## config.mk

```make
export PLATFORM = sky130hd
export DESIGN_NAME = burst_col_seq
export DESIGN_NICKNAME = d
export VERILOG_FILES = /design/src/rtl/burst_seq_pkg.sv /design/src/rtl/bseq_mode_dec.sv /design/src/rtl/bseq_addr_gen.sv /design/src/rtl/bseq_data_align.sv /design/src/rtl/burst_col_seq.sv
export SDC_FILE = /design/constraint.sdc
export NUM_CORES = 1
export LEC_CHECK = 0
export ABC_CLOCK_PERIOD_IN_PS = 2830
export BUFFER_PORTS_ARGS = -buffer_cell sky130_fd_sc_hd__buf_2
export CAP_MARGIN = 25
export CORE_AREA = 2 2 56 58
export CTS_CLUSTER_DIAMETER = 200
export DETAILED_ROUTE_END_ITERATION = 8
export DIE_AREA = 0 0 58 60
export GPL_TIMING_DRIVEN = 0
export PLACE_DENSITY = 0.91
export RECOVER_POWER = 25
export SYNTH_ARGS = -nofsm -noshare
export SYNTH_HDL_FRONTEND = slang
export SYNTH_SLANG_ARGS = --single-unit
```

## constraint.sdc

```tcl
create_clock -name clk -period 2.83 [get_ports clk]
set_clock_uncertainty 0.15 [all_clocks]
set_input_delay 0.283 -clock clk [delete_from_list [all_inputs] [get_ports clk]]
set_output_delay 0.283 -clock clk [all_outputs]
set_load 0.05 [all_outputs]
```

## src/rtl/burst_seq_pkg.sv

```systemverilog
package burst_seq_pkg;
  typedef enum logic [2:0] {
    BLC_1    = 3'b000,
    BLC_2    = 3'b001,
    BLC_4    = 3'b010,
    BLC_8    = 3'b011,
    BLC_PAGE = 3'b111
  } bl_code_e;

  localparam int RD_PIPE_DEPTH = 3;
endpackage

```

## src/rtl/bseq_mode_dec.sv

```systemverilog
module bseq_mode_dec
  import burst_seq_pkg::*;
#(
  parameter int COL_W = 8
) (
  input  logic [2:0]       bl_code,
  input  logic             ilv,
  output logic [COL_W-1:0] wrap_mask,
  output logic             full_page,
  output logic             ilv_eff
);
  always_comb begin
    wrap_mask = '0;
    full_page = 1'b0;
    case (bl_code)
      BLC_2:    wrap_mask = COL_W'(1);
      BLC_4:    wrap_mask = COL_W'(3);
      BLC_8:    wrap_mask = COL_W'(7);
      BLC_PAGE: begin
        wrap_mask = '1;
        full_page = 1'b1;
      end
      default:  wrap_mask = '0;
    endcase
    ilv_eff = ilv & ~full_page;
  end
endmodule

```

## src/rtl/bseq_addr_gen.sv

```systemverilog
module bseq_addr_gen #(
  parameter int COL_W = 8
) (
  input  logic             clk,
  input  logic             rst_n,
  input  logic             go,
  input  logic             wr_en,
  input  logic             stop,
  input  logic [COL_W-1:0] start_col,
  input  logic [COL_W-1:0] mask_in,
  input  logic             full_in,
  input  logic             ilv_in,
  output logic [COL_W-1:0] beat_col,
  output logic             beat_vld,
  output logic             beat_wr
);
  logic             act_q, act_d;
  logic             wr_q, wr_d;
  logic             full_q, full_d;
  logic             ilv_q, ilv_d;
  logic [COL_W-1:0] idx_q, idx_d;
  logic [COL_W-1:0] base_q, base_d;
  logic [COL_W-1:0] mask_q, mask_d;
  logic [COL_W-1:0] off;
  logic             last_beat;

  assign last_beat = ~full_q & (idx_q == mask_q);

  always_comb begin
    act_d  = act_q;
    wr_d   = wr_q;
    full_d = full_q;
    ilv_d  = ilv_q;
    idx_d  = idx_q;
    base_d = base_q;
    mask_d = mask_q;
    if (go) begin
      act_d  = 1'b1;
      wr_d   = wr_en;
      full_d = full_in;
      ilv_d  = ilv_in;
      idx_d  = '0;
      base_d = start_col;
      mask_d = mask_in;
    end else if (act_q) begin
      if (stop || last_beat) begin
        act_d = 1'b0;
      end else begin
        idx_d = idx_q + COL_W'(1);
      end
    end
  end

  always_ff @(posedge clk or negedge rst_n) begin
    if (!rst_n) begin
      act_q  <= 1'b0;
      wr_q   <= 1'b0;
      full_q <= 1'b0;
      ilv_q  <= 1'b0;
      idx_q  <= '0;
      base_q <= '0;
      mask_q <= '0;
    end else begin
      act_q  <= act_d;
      wr_q   <= wr_d;
      full_q <= full_d;
      ilv_q  <= ilv_d;
      idx_q  <= idx_d;
      base_q <= base_d;
      mask_q <= mask_d;
    end
  end

  always_comb begin
    if (ilv_q) off = base_q ^ idx_q;
    else       off = base_q + idx_q;
    beat_col = (base_q & ~mask_q) | (off & mask_q);
  end

  assign beat_vld = act_q;
  assign beat_wr  = wr_q;

  // sequential beats step by one inside the wrap block
  assert_seq_step_R4: assert property (@(posedge clk) disable iff (!rst_n)
    (act_q && $past(act_q) && !$past(go) && !ilv_q && !full_q)
      |-> ((beat_col & mask_q) == (($past(beat_col) + COL_W'(1)) & mask_q)));

  // full page continues unless stopped or restarted
  assert_page_runs_R6: assert property (@(posedge clk) disable iff (!rst_n)
    (act_q && full_q && !stop && !go) |=> act_q);
endmodule

```

## src/rtl/bseq_data_align.sv

```systemverilog
module bseq_data_align
  import burst_seq_pkg::*;
(
  input  logic clk,
  input  logic rst_n,
  input  logic beat_vld,
  input  logic beat_wr,
  input  logic cl3,
  input  logic dqm,
  output logic data_vld,
  output logic dq_oe
);
  logic [RD_PIPE_DEPTH-1:0] rd_sr_q, rd_sr_d;
  logic [1:0]               dqm_sr_q, dqm_sr_d;
  logic                     rd_slot;
  logic                     wr_slot;

  always_comb begin
    rd_sr_d  = {rd_sr_q[RD_PIPE_DEPTH-2:0], beat_vld & ~beat_wr};
    dqm_sr_d = {dqm_sr_q[0], dqm};
  end

  always_ff @(posedge clk or negedge rst_n) begin
    if (!rst_n) begin
      rd_sr_q  <= '0;
      dqm_sr_q <= '0;
    end else begin
      rd_sr_q  <= rd_sr_d;
      dqm_sr_q <= dqm_sr_d;
    end
  end

  assign rd_slot  = cl3 ? rd_sr_q[2] : rd_sr_q[1];
  assign wr_slot  = beat_vld & beat_wr & ~dqm;
  assign data_vld = rd_slot | wr_slot;
  assign dq_oe    = rd_slot & ~dqm_sr_q[1];

  // a mask two cycles earlier always blanks the bus
  assert_rd_mask_R10: assert property (@(posedge clk) disable iff (!rst_n)
    dq_oe |-> !$past(dqm, 2));

  // bus is only driven in a data slot
  assert_oe_in_slot_R9: assert property (@(posedge clk) disable iff (!rst_n)
    dq_oe |-> data_vld);
endmodule

```

## src/rtl/burst_col_seq.sv

```systemverilog
module burst_col_seq #(
  parameter int COL_W = 8
) (
  input  logic             clk,
  input  logic             rst_n,
  input  logic             go,
  input  logic             wr_en,
  input  logic [COL_W-1:0] start_col,
  input  logic [2:0]       bl_code,
  input  logic             ilv,
  input  logic             cl3,
  input  logic             dqm,
  input  logic             stop,
  output logic [COL_W-1:0] beat_col,
  output logic             beat_vld,
  output logic             data_vld,
  output logic             dq_oe
);
  logic [COL_W-1:0] dec_mask;
  logic             dec_full;
  logic             dec_ilv;
  logic             beat_wr;

  bseq_mode_dec #(.COL_W(COL_W)) mode_dec_i (
    .bl_code   (bl_code),
    .ilv       (ilv),
    .wrap_mask (dec_mask),
    .full_page (dec_full),
    .ilv_eff   (dec_ilv)
  );

  bseq_addr_gen #(.COL_W(COL_W)) addr_gen_i (
    .clk       (clk),
    .rst_n     (rst_n),
    .go        (go),
    .wr_en     (wr_en),
    .stop      (stop),
    .start_col (start_col),
    .mask_in   (dec_mask),
    .full_in   (dec_full),
    .ilv_in    (dec_ilv),
    .beat_col  (beat_col),
    .beat_vld  (beat_vld),
    .beat_wr   (beat_wr)
  );

  bseq_data_align data_align_i (
    .clk      (clk),
    .rst_n    (rst_n),
    .beat_vld (beat_vld),
    .beat_wr  (beat_wr),
    .cl3      (cl3),
    .dqm      (dqm),
    .data_vld (data_vld),
    .dq_oe    (dq_oe)
  );

  // first beat carries the start column
  assert_first_col_R2: assert property (@(posedge clk) disable iff (!rst_n)
    go |=> (beat_vld && beat_col == $past(start_col)));

  // stop without a new command ends the burst
  assert_stop_R7: assert property (@(posedge clk) disable iff (!rst_n)
    (stop && !go) |=> !beat_vld);

  // single-beat burst issues exactly one beat
  assert_bl1_R3: assert property (@(posedge clk) disable iff (!rst_n)
    (go && bl_code == 3'b000) |=> ##1 (!beat_vld || $past(go)));
endmodule

```

# Yosys cells after proc, flatten, opt, wreduce, memory -nomap -nowiden
# Index checks and enable logic that the tools add are counted.
# totals
regBits	33
input_bits	19
output_inout_bits	11
elab_cells	47
# classes
add_sub_neg	2
eq_ne	6
n_mux	10
n_bitwise	17
reduce_logical	3
# ops
operator	count
$mux W8	4
$pmux W8 S4	1
$and A8 B8 Y8	2
$add A8 B1 Y8 const B	1
$add A8 B8 Y8	1
$eq A8 B8 Y1	1
$not A8 Y8	1
$or A8 B8 Y8	1
$xor A8 B8 Y8	1
$and A1 B1 Y1	6
$eq A3 B2 Y1 const B	2
$mux W1	5
$not A1 Y1	5
$eq A3 B1 Y1 const B	1
$eq A3 B3 Y1 const B	1
$ne A2 B2 Y1 const B	1
$reduce_and A2 Y1	1
$reduce_bool A2 Y1	1
$logic_or A1 B1 Y1	1
$or A1 B1 Y1	1

# Logic depth before layout (Yosys ltp)
# depth
ltp_word	6
mapped_depth	8
depth_no_buf	8

# Hierarchy
# Synthesis repeated with hierarchy kept, for this count alone.
# unflattened
hier_cells	182
hier_area_um2	1929.4
# by_module_without_submodules
mod	n_inst	cells_each	area_each_um2	seq_area_each_um2
bseq_addr_gen	1	160	1686.6	700.7
bseq_data_align	1	10	153.9	125.1
bseq_mode_dec	1	12	88.8	0.0

# Worst setup path after synthesis
# OpenSTA, ideal clock, no wires.
# synth_path
path_kind	reg-to-output
start	register addr_gen_i.idx_q[0]
end	output port beat_col[4]
arrival_ns	2.257
t_required_ns	2.397
path_slack_ns	0.140
stages_incl_launch_ff	9
n_path_buf	0
cell_sequence	dfrtp_1 ha_1 inv_1 fa_1 nor2b_1 o21ai_0 a21oi_1 xnor2_1 a21oi_1
# synth_via
elab_chain_len	4
# synth_rtl
element	line_no	source
start, declared	bseq_addr_gen.sv:21	logic [COL_W-1:0] idx_q, idx_d;
start signal, assigned	bseq_addr_gen.sv:68	idx_q <= idx_d;
$add A8 B8 Y8	bseq_addr_gen.sv:76	else off = base_q + idx_q;
$mux W8	bseq_addr_gen.sv:75	if (ilv_q) off = base_q ^ idx_q;
$and A8 B8 Y8	bseq_addr_gen.sv:77	beat_col = (base_q & ~mask_q) | (off & mask_q);
$or A8 B8 Y8	bseq_addr_gen.sv:77	
end, declared	burst_col_seq.sv:14	output logic [COL_W-1:0] beat_col,
# Every way passes these cells.

# Worst setup path after layout
# layout_path
start	register addr_gen_i.idx_q[4]
end	output port beat_col[7]
# Same word-level chain as after synthesis.

==> results.txt <==
For this run, design rule violations remaining after detail routing come to 0. The number of antenna violations at the first check in global routing came out at 0. For the max-slew violation count, the log shows 28. For the number of sinks driven by the clock tree, the log shows 28. The category of cells accounting for the largest share of critical-path delay is compound AO/OA/AOI/OAI gates. The worst supply voltage drop on vdd was 0.000386 V. At the worst endpoint, the required time is 2.40 ns. The worst-case clock buffer depth was 2.

The min-delay analysis places its worst path in the category in -> reg. At the end of the flow, the number of nets in the layout was 228. For the number of placed I/O pins, the log shows 30. Fill cells in the final layout number 221. For the worst setup path, the data arrival time is 2.31 ns.

The die is 58 um wide. The detailed router finished its first iteration with 40 violations. The total area inside the core boundary comes to 0.00290 sq mm. The measured slew at the worst slew-check pin is 1.51 ns, and the number of buffers added on ports is 28.

STA classifies the critical path endpoint as an output port. The critical path goes through ha_1 > a21oi_2 > o21ai_0 > a22o_1 > o31ai_2 > xnor2_1 > buf_4. The final-report hold violation count is 0. The maximum level of the CTS H-tree was 1; the proportion of register bits with asynchronous set or reset after synthesis was 100%. In the global route stage, overall resource usage came out at 21.0%. The max-cap check violation count is 1, and the fraction of layout cells with a size suffix above 1 is 26.6%. The setup path with the least slack is of type reg -> out.

Global routing finished with a remaining overflow of 0. The synthesized design contains 28 register bits. The tools report the post-detailed-placement half-perimeter wirelength as 2.39 mm. The worst setup path is launched from a flip-flop.

Final cycle utilization of the critical path: 96.8%. Entering global routing, the biggest net connects 29 pins. TritonCTS built the clock tree. The flow ran to the end, but the final reports show violations. The minimum setup slack among reg-to-reg paths came out at 0.70 ns.

Leaving out fill and tap cells, the most frequent cells in the layout are dfrtp_1, buf_2, nor2_1, a21oi_1, o21ai_0. The number of cells on the worst reg-to-reg path works out to 5. The critical-path maximum fanout was 4; the final wirelength was 3.32 mm. The number of buffers inserted during clock tree synthesis is 3, and the post-layout utilization of the core is 66.7%. For the starting utilization of the core area, the log shows 55.2%. Along the worst hold path, the cell count comes to 2. Static timing analysis puts the maximum clock frequency at 0.365 GHz. The number of global-route vias before repair came out at 1230. The total buffers and inverters traversed by the critical path works out to 1.

Total number of yosys warnings: 0. The tools report the floorplan row count as 20. The first global-routing pass estimated 5.44 mm of wire. The slowest stage of the critical path is the dfrtp_2 cell. The static leakage power was 0.858 nW; the clock slew seen by the registers of the worst setup and hold paths was 0.15 ns. After layout, the minimum clock period comes to 2.74 ns. In this run the clock root is driven by a clkbuf_4. The mapped netlist covers 0.00160 sq mm. In this run the power density over the cells is 518 mW/mm^2. The dominant register cell in the synthesized netlist was dfrtp_1. Proportion of synthesized chip area in sequential cells: 43.7%. The total die area is 0.00348 sq mm, and the die outline height is 60 um. Hold is met by 0.0232 ns.

The tools report the via count of the routed design as 1306. The number of nets produced by synthesis was 188; the layout-stage area growth over the synthesis result was 20.8%. The final reports fail on capacitance limit, slew limit.

After technology mapping, the gate count stands at 160. The number of antenna diodes in the final layout is 0. Once detail routing completed, the nets flagged for antenna violations numbered 0.

The most common cell after layout, fill and taps aside is dfrtp_1. A synthesized cell averages 10.0 sq um. Yosys mapped a number of flops with a built-in enable equal to 0. On the worst path, the slowest cell contributes a delay of 0.48 ns. After detailed routing, the number of vias per cell comes to 5.63. In this run the number of cells on the critical path is 7. The length of the first detailed-routing pass in iterations came out at 4.

The congestion estimate from routability-driven global placement came to 0.908. Measured against its own limit, the worst slew margin works out to -0.399%. The per-cell routed wire length is 14.3 um, and the final number of setup-violating endpoints is 0. For the worst-skew pair, the clock arrives at the later sink with an insertion delay of 0.33 ns. The run gives 36 as the number of distinct standard cells referenced by the synthesized netlist.
[cell families (layout without fill, tap and decap cells)]
logic type / count (synthesis) / in the layout / synth area share [%]
DFF: 28 / 28 / 43.7
muxes: 13 / 13 / 8.90
and+or+nand+nor: 45 / 45 / 14.6
adders and majority gates: 10 / 10 / 8.12
xor gates and xnor gates: 12 / 12 / 6.56
buffers and inverters: 16 / 55 / 3.75
AOI/OAI and AO/OA: 36 / 36 / 14.4
[per-layer routing]
metal | vias up | global-route usage [%] | part of all wire, %
met5 | - | 0 | 0
met4 | 0 | 9.97 | 2.3
met3 | 8 | 1.30 | 3.2
met2 | 32 | 36.4 | 50
met1 | 626 | 27.0 | 44
li1 | 640 | - | -
[worst register-to-register path, cell delays in order (launching register included)]
cell and delay (ns):
dfrtp_1 0.44, buf_4 0.15, or4_4 0.48, o41ai_4 0.47
o21ai_0 0.20, a21oi_1 0.17
[report_power, final]
| part | internal, W | switching, W |
|---|---|---|
| clock network | 0.000143 | 0.000119 |
| logic | 0.000104 | 0.000175 |
| registers | 0.000431 | 0.0000295 |
| total | 0.000678 | 0.000324 |
[synth_stat cells, drive strengths merged, types with 3 or more instances]
master	number	area, sq um
xor2	3	26.3
ha	8	100
nand3	7	35.0
dfrtp	28	701
mux2i	3	30.0
o21ai	12	60.1
or3	3	18.8
xnor2	9	78.8
a21oi	14	70.1
clkbuf	4	15.0
nand2	6	22.5
mux2	10	113
nor2b	3	18.8
inv	11	41.3
nor2	15	56.3
[repair_timing]
| action | in CTS | in global routing |
|---|---|---|
| hold buffers | 3 | 2 |
| endpoints found under the hold margin | 30 | 2 |
| gates resized for setup | 3 | 8 |
| gates cloned | 0 | 0 |
| setup buffers | 0 | 2 |
| endpoints found under the setup margin | 3 | 3 |
| pin swaps | 0 | 2 |
[stage by stage]
stage	instances	cell area [sq um]	worst slack (ns)	power, W	setup TNS [ns]
6_report	232	1940	0.0901	0.00100	0
3_5_place_dp	221	1780	0.339	0.000728	0
3_3_place_gp	221	1780	0.353	0.000720	0
4_1_cts	228	1870	0.0119	0.000991	0
5_1_grt	232	1940	-0.0137	0.00105	-0.0137
2_1_floorplan	160	1600	0.140	0.000658	0
[cell type report]
cell class | instances | area [sq um] | share of cell area (%)
well taps | 33 | 41.3 | 2.13
clock buffers | 3 | 22.5 | 1.16
repair buffers | 35 | 211 | 10.9
inverters | 11 | 41.3 | 2.13
clock inverters | 1 | 30.0 | 1.55
multi-input cells | 116 | 866 | 44.7
flip-flops and latches | 28 | 704 | 36.4
plain buffers | 5 | 18.8 | 0.970
[state kept, by name, indices dropped and copies added (netlist names)]
| name | cells |
|---|---|
| addr_gen_i.beat_vld | 1 |
| addr_gen_i.idx_q | 8 |
| data_align_i.dqm_sr_q | 2 |
| addr_gen_i.beat_wr | 1 |
| addr_gen_i.base_q | 8 |
| data_align_i.rd_sr_q | 3 |
| addr_gen_i.full_q | 1 |
| addr_gen_i.mask_q | 3 |
| addr_gen_i.ilv_q | 1 |
[final timing paths]
check | to | from
worst max-delay path | beat_col[7] | addr_gen_i.idx_q[4]
worst min-delay path | addr_gen_i.base_q[5] | start_col[5]
worst max register to register | addr_gen_i.idx_q[3] | addr_gen_i.idx_q[6]
worst min register to register | data_align_i.rd_sr_q[1] | data_align_i.rd_sr_q[0]
max in group asynchronous | addr_gen_i.idx_q[1] | rst_n
min in group asynchronous | addr_gen_i.mask_q[0] | rst_n
No activity file was read; power rests on OpenSTA's default activity.
